===== src/rtl/shflag_pkg.sv =====
package shflag_pkg;

    typedef enum logic [3:0] {
        OP_SHAD = 4'd0,
        OP_SHLD = 4'd1,
        OP_ROTL = 4'd2,
        OP_ROTR = 4'd3,
        OP_SHAL = 4'd4,
        OP_SHAR = 4'd5,
        OP_SHLR = 4'd6,
        OP_CMPB = 4'd7,
        OP_DIVS = 4'd8
    } op_e;

    typedef struct packed {
        logic t;
        logic t_we;
        logic q;
        logic m;
        logic qm_we;
    } flag_upd_t;

    function automatic logic writes_result(input op_e op);
        return (op == OP_SHAD) || (op == OP_SHLD) || (op == OP_ROTL) ||
               (op == OP_ROTR) || (op == OP_SHAL) || (op == OP_SHAR) ||
               (op == OP_SHLR);
    endfunction

    function automatic logic is_single_bit(input op_e op);
        return (op == OP_ROTL) || (op == OP_ROTR) || (op == OP_SHAL) ||
               (op == OP_SHAR) || (op == OP_SHLR);
    endfunction

endpackage


===== src/rtl/shflag_dyn_shift.sv =====
module shflag_dyn_shift #(
    parameter int W = 32
) (
    input  logic [W-1:0]         data,
    input  logic                 amt_neg,
    input  logic [$clog2(W)-1:0] amt_k,
    input  logic                 arith,
    output logic [W-1:0]         y
);
    localparam int SHW = $clog2(W);

    logic [SHW:0] rdist;

    // Right distance is the two's complement of the low field: W - k.
    assign rdist = (SHW+1)'(W) - {1'b0, amt_k};

    always_comb begin
        if (!amt_neg) begin
            y = data << amt_k;
        end else if (amt_k == '0) begin
            y = arith ? {W{data[W-1]}} : '0;
        end else if (arith) begin
            y = W'($signed(data) >>> rdist);
        end else begin
            y = data >> rdist;
        end
    end
endmodule


===== src/rtl/shflag_bit_shift.sv =====
module shflag_bit_shift
    import shflag_pkg::*;
#(
    parameter int W = 32
) (
    input  logic [W-1:0] data,
    input  logic         t_in,
    input  op_e          op,
    output logic [W-1:0] y,
    output logic         t_new
);
    always_comb begin
        y     = data;
        t_new = t_in;
        unique case (op)
            OP_ROTL: begin y = {data[W-2:0], t_in};  t_new = data[W-1]; end
            OP_ROTR: begin y = {t_in, data[W-1:1]};  t_new = data[0];   end
            OP_SHAL: begin y = {data[W-2:0], 1'b0};  t_new = data[W-1]; end
            OP_SHAR: begin y = {data[W-1], data[W-1:1]}; t_new = data[0]; end
            OP_SHLR: begin y = {1'b0, data[W-1:1]};  t_new = data[0];   end
            default: begin y = data; t_new = t_in; end
        endcase
    end
endmodule


===== src/rtl/shflag_lane_cmp.sv =====
module shflag_lane_cmp #(
    parameter int W    = 32,
    parameter int LANE = 8
) (
    input  logic [W-1:0] a,
    input  logic [W-1:0] b,
    output logic         any_eq
);
    localparam int NL = W / LANE;

    logic [NL-1:0] hit;

    for (genvar g = 0; g < NL; g++) begin : g_lane
        assign hit[g] = (a[g*LANE +: LANE] == b[g*LANE +: LANE]);
    end

    assign any_eq = |hit;
endmodule


===== src/rtl/shflag_unit.sv =====
module shflag_unit
    import shflag_pkg::*;
#(
    parameter int W    = 32,
    parameter int LANE = 8
) (
    input  logic         clk,
    input  logic         rst,
    input  logic         in_vld,
    input  logic [3:0]   in_op,
    input  logic [W-1:0] in_a,
    input  logic [W-1:0] in_b,
    input  logic         in_t,
    input  logic         in_q,
    input  logic         in_m,
    output logic [W-1:0] out_res,
    output logic         out_res_we,
    output logic         out_t,
    output logic         out_t_we,
    output logic         out_q,
    output logic         out_m,
    output logic         out_qm_we
);
    localparam int SHW = $clog2(W);

    op_e         op;
    logic [W-1:0] dyn_y, bit_y, res_c;
    logic         bit_t, lane_eq, res_we_c;
    flag_upd_t    fl_c;

    assign op = op_e'(in_op);

    shflag_dyn_shift #(.W(W)) u_dyn (
        .data    (in_a),
        .amt_neg (in_b[W-1]),
        .amt_k   (in_b[SHW-1:0]),
        .arith   (op == OP_SHAD),
        .y       (dyn_y)
    );

    shflag_bit_shift #(.W(W)) u_bit (
        .data  (in_a),
        .t_in  (in_t),
        .op    (op),
        .y     (bit_y),
        .t_new (bit_t)
    );

    shflag_lane_cmp #(.W(W), .LANE(LANE)) u_cmp (
        .a      (in_a),
        .b      (in_b),
        .any_eq (lane_eq)
    );

    always_comb begin
        res_c    = in_a;
        res_we_c = writes_result(op);
        fl_c     = '{t: in_t, t_we: 1'b0, q: in_q, m: in_m, qm_we: 1'b0};
        if (op == OP_SHAD || op == OP_SHLD) begin
            res_c = dyn_y;
        end else if (is_single_bit(op)) begin
            res_c     = bit_y;
            fl_c.t    = bit_t;
            fl_c.t_we = 1'b1;
        end else if (op == OP_CMPB) begin
            fl_c.t    = lane_eq;
            fl_c.t_we = 1'b1;
        end else if (op == OP_DIVS) begin
            fl_c.q     = in_b[W-1];
            fl_c.m     = in_a[W-1];
            fl_c.t     = in_b[W-1] ^ in_a[W-1];
            fl_c.t_we  = 1'b1;
            fl_c.qm_we = 1'b1;
        end
    end

    always_ff @(posedge clk) begin
        if (rst) begin
            out_res    <= '0;
            out_res_we <= 1'b0;
            out_t      <= 1'b0;
            out_t_we   <= 1'b0;
            out_q      <= 1'b0;
            out_m      <= 1'b0;
            out_qm_we  <= 1'b0;
        end else begin
            out_res    <= res_c;
            out_res_we <= in_vld & res_we_c;
            out_t      <= fl_c.t;
            out_t_we   <= in_vld & fl_c.t_we;
            out_q      <= fl_c.q;
            out_m      <= fl_c.m;
            out_qm_we  <= in_vld & fl_c.qm_we;
        end
    end
endmodule


===== config.mk =====
export PLATFORM = sky130hd
export DESIGN_NAME = shflag_unit
export DESIGN_NICKNAME = d
export VERILOG_FILES = /design/src/rtl/shflag_pkg.sv /design/src/rtl/shflag_dyn_shift.sv /design/src/rtl/shflag_bit_shift.sv /design/src/rtl/shflag_lane_cmp.sv /design/src/rtl/shflag_unit.sv
export SDC_FILE = /design/constraint.sdc
export NUM_CORES = 1
export LEC_CHECK = 0
export BUFFER_PORTS_ARGS = -buffer_cell sky130_fd_sc_hd__buf_2
export CAP_MARGIN = 20
export CORE_MARGIN = 3
export CORE_UTILIZATION = 45
export DETAILED_ROUTE_END_ITERATION = 8
export GPL_ROUTABILITY_DRIVEN = 0
export GPL_TIMING_DRIVEN = 0
export MAX_ROUTING_LAYER = met4
export PLACE_DENSITY = 0.64
export SLEW_MARGIN = 20
export SYNTH_ARGS = -nofsm -noshare
export SYNTH_HDL_FRONTEND = slang
export SYNTH_SLANG_ARGS = --single-unit

===== constraint.sdc =====
create_clock -name clk -period 10.84 [get_ports clk]
set_clock_uncertainty 0.05 [all_clocks]
set_input_delay 2.168 -clock clk [delete_from_list [all_inputs] [get_ports clk]]
set_output_delay 2.168 -clock clk [all_outputs]
set_load 0.05 [all_outputs]

==> Implementation_results.wiki <==
{| class="wikitable"
! Metric !! Value
|-
| DR vias || about 8600
|-
| Worst slack at placement || 4709 ps
|-
| Run status || finished with violations
|-
| Initial core utilization || approximately 46%
|-
| Quantity of gates resized following cts || 0
|-
| Number of placed instances, taps included || around 1100
|-
| Final Slew Violations || 0
|-
| Hold buffer count at cts || 0
|-
| Pin count of the biggest net entering global routing || 12
|-
| HPWL after detailed placement || ~24 mm
|-
| Leakage Power || 2.965 nW
|-
| Ys async rst share || 0%
|-
| Vias in the first global route || approximately 8000
|-
| Length of the first detailed-routing pass in iterations || 9
|-
| Internal power contribution || 0.3910 mW
|-
| Average footprint of a synthesized cell || 8.052 um^2
|-
| Hold/Removal Path Class || input pin to flop
|-
| Sequential cell area fraction in the yosys report || 11.21%
|-
| Cells after Synth || 843
|-
| Multi-input gate area in the final layout || ~5400 um^2
|-
| Violated checks || design-rule violations
|-
| Area fraction in compound gates after synthesis || between 20% and 30%
|-
| RSZ-0062 raised after global routing || false
|-
| Crit path required time || approximately 11000 ps
|-
| Number of failing setup endpoints in the final timing report || 0
|-
| Leading cell types in the layout, fill and taps excluded || sky130_fd_sc_hd__buf_2 (126), sky130_fd_sc_hd__nand2_1 (79), sky130_fd_sc_hd__clkbuf_1 (69)
|-
| Port Buf Inserts || about 100
|-
| Crit-path max FO || 10
|-
| Sequential share of power || around a fifth
|-
| # clock sinks || 38
|-
| Commonest register cell after synthesis || sky130_fd_sc_hd__dfxtp_1
|-
| Areal power density over the cells || between 90 and 100 nW/um^2
|-
| Combined global-route utilization of all metal layers || about two fifths
|-
| EDFF count, synth || 0
|-
| First-pass GRT wire length || around 49 mm
|-
| Longest Clk Path Bufs || 2
|-
| Number of nets with antenna violations after detailed routing || 0
|-
| Area share of and/or/nand/nor cells after synthesis || approximately 17%
|-
| H-tree Lvls || 2
|-
| Layout Nets || 1029
|-
| Type of the worst setup path || input pin to flop
|-
| Worst Setup Start Kind || input pin
|-
| Number of warnings reported in the yosys synthesis log || 0
|-
| Number of cells in the finished layout apart from fillers || about 1100
|-
| DRC violation total after the first TritonRoute iteration || 2140
|-
| Nets in the synthesized netlist || 920
|-
| Final hold viol count || 0
|-
| Most common library cell in the layout ignoring fill and taps || sky130_fd_sc_hd__buf_2
|-
| Antenna fix cells || 0
|-
| Total negative setup slack || 0 ps
|-
| Relative contribution of the clock network to total power || roughly 18%
|-
| Flop and latch count out of synthesis || 38
|-
| Peak supply drop || between 80 and 90 uV
|-
| Library cells used by synthesis || 81
|-
| Synthesized cell area || 6788 um^2
|-
| WL/cell || around 29 um
|-
| Clock tree from TritonCTS || yes
|-
| Via count normalized by instance count || 7.527
|-
| Total area of sequential cells || 760.7 um^2
|-
| Area grow syn2layout || 12.87%
|-
| Share of post-route cells with drive strength above 1 || ~26%
|-
| Logic gate share of total power || 61.3%
|-
| Total wire length after detailed routing || roughly 33 mm
|-
| CTS buffer count || 5
|-
| Number of placement rows || 44
|-
| Vertical die dimension || roughly 130 um
|-
| Worst-case headroom to the max-slew limit || 38.92%
|-
| Final worst-path setup slack || slightly below 5000 ps
|-
| X dimension of the die || ~130 um
|-
| Achievable frequency || about 170 MHz
|-
| Core area || about 15000 um^2
|-
| WP data arrival || between 6000 and 7000 ps
|-
| Worst-path clk slew || ~50 ps
|-
| Number of antenna violations at the first check in global routing || 0
|-
| Fill cell instance count of the final layout || between 1000 and 1500
|-
| Worst hold slack across all endpoints || about 2100 ps
|-
| Worst-margin pin slew || roughly 920 ps
|-
| Area share of fa/ha/maj cells after synthesis || 0.5530%
|-
| Capturing element type of the critical path || flop
|-
| Minimum clock period after layout || between 6000 and 7000 ps
|-
| Sw Share || 46.93%
|-
| Largest family of logic cells by synthesized area || multiplexers
|-
| DRC violations left || 1
|-
| Overall power of the completed layout || between 0.7 and 0.8 mW
|-
| Max Cap Viol || 0
|-
| Switch Pwr || 0.3458 mW
|-
| XOR/XNOR share of the synthesized area || under 10%
|-
| Total overflow reported by the global router || 0
|-
| Cell at the root of the clock tree || sky130_fd_sc_hd__clkbuf_16
|-
| Die footprint || 16590 um^2
|-
| Number of I/O pins || approximately 110
|-
| Portion of the clock cycle consumed by the worst path in the final layout || between 50% and 60%
|-
| Share of synthesized area spent on multiplexers || 29.27%
|-
| Number of buffers added for setup after CTS || 0
|}
logic make-up (layout without fill, tap and decap cells):
kind of cell | count (synthesis) | in the layout
xor gates and xnor gates | 35 | 35
DFF | 38 | 38
muxes | 137 | 137
buffers and inverters | 127 | 236
AOI/OAI and AO/OA | 268 | 268
adders and majority gates | 3 | 3
and+or+nand+nor | 235 | 235
cells in the mapped netlist (16+ instances only):
| master | number | share of area (%) |
|---|---|---|
| sky130_fd_sc_hd__mux2i_1 | 62 | 9.1 |
| sky130_fd_sc_hd__mux2_2 | 29 | 4.8 |
| sky130_fd_sc_hd__nand2_1 | 79 | 4.4 |
| sky130_fd_sc_hd__xnor2_1 | 34 | 4.4 |
| sky130_fd_sc_hd__nand3_1 | 23 | 1.7 |
| sky130_fd_sc_hd__clkbuf_1 | 67 | 3.7 |
| sky130_fd_sc_hd__a21oi_1 | 60 | 4.4 |
| sky130_fd_sc_hd__o21ai_0 | 34 | 2.5 |
| sky130_fd_sc_hd__a221o_1 | 16 | 2.4 |
| sky130_fd_sc_hd__a221oi_1 | 22 | 2.8 |
| sky130_fd_sc_hd__mux4_2 | 45 | 15 |
| sky130_fd_sc_hd__buf_2 | 24 | 1.8 |
| sky130_fd_sc_hd__nor2_1 | 59 | 3.3 |
| sky130_fd_sc_hd__dfxtp_1 | 38 | 11 |
final timing paths:
path              startpoint                endpoint  cells after the start
hold / removal          in_m        out_m$_SDFF_PP0_                      3
setup / recovery     in_b[1]  out_res[27]$_SDFF_PP0_                     15
cell type report:
type                            instances  share of cell area (%)
Inverter                               15                  0.7349
Multi-Input combinational cell        678                   70.83
Timing Repair Buffer                  102                   6.663
Buffer                                112                   7.104
Sequential cell                        38                   9.930
Clock buffer                            7                   1.731
Tap cell                              184                   3.005
critical path: stages:
cell                       delay [ps]
sky130_fd_sc_hd__buf_2            150
sky130_fd_sc_hd__buf_4            230
sky130_fd_sc_hd__buf_2            280
sky130_fd_sc_hd__buf_2            290
sky130_fd_sc_hd__inv_1             90
sky130_fd_sc_hd__ha_1             280
sky130_fd_sc_hd__and2_1           170
sky130_fd_sc_hd__ha_1             260
sky130_fd_sc_hd__clkbuf_1         180
sky130_fd_sc_hd__nor2_1           190
sky130_fd_sc_hd__a21boi_1         660
sky130_fd_sc_hd__buf_2            350
sky130_fd_sc_hd__a21oi_1          110
sky130_fd_sc_hd__nor4_1           480
sky130_fd_sc_hd__a221oi_1         180
flip-flops by register name (all words and copies together), names as in the netlist:
| signal | cells |
|---|---|
| out_t_we | 1 |
| out_q | 1 |
| out_res | 32 |
| out_qm_we | 1 |
| out_t | 1 |
| out_res_we | 1 |
| out_m | 1 |
through the flow:
step	cell area, um^2	utilization (%)
after floorplan	6788	-
after global routing	7661	52.32
after detailed placement	7528	51.41
after global placement	7528	51.41
after CTS	7661	52.32
final	7661	52.32
per-layer routing:
metal | GRT usage [%] | share of wire (%) | vias up
met1 | 49.97 | 36 | 3868
met3 | 13.82 | 17 | 223
met4 | 19.46 | 6.8 | 0
li1 | - | - | 3501
met2 | 56.19 | 40 | 959
met5 | - | 0 | -
power groups by stage:
stage | sequential (mW) | clock (mW) | combinational, mW
CTS | 0.154 | 0.133 | 0.427
detailed placement | 0.157 | 0 | 0.425
finish | 0.154 | 0.131 | 0.452
floorplan | 0.200 | 0 | 0.254
global placement | 0.157 | 0 | 0.426
global route | 0.155 | 0.137 | 0.465
Note: power is estimated with default switching activity, not from simulation.
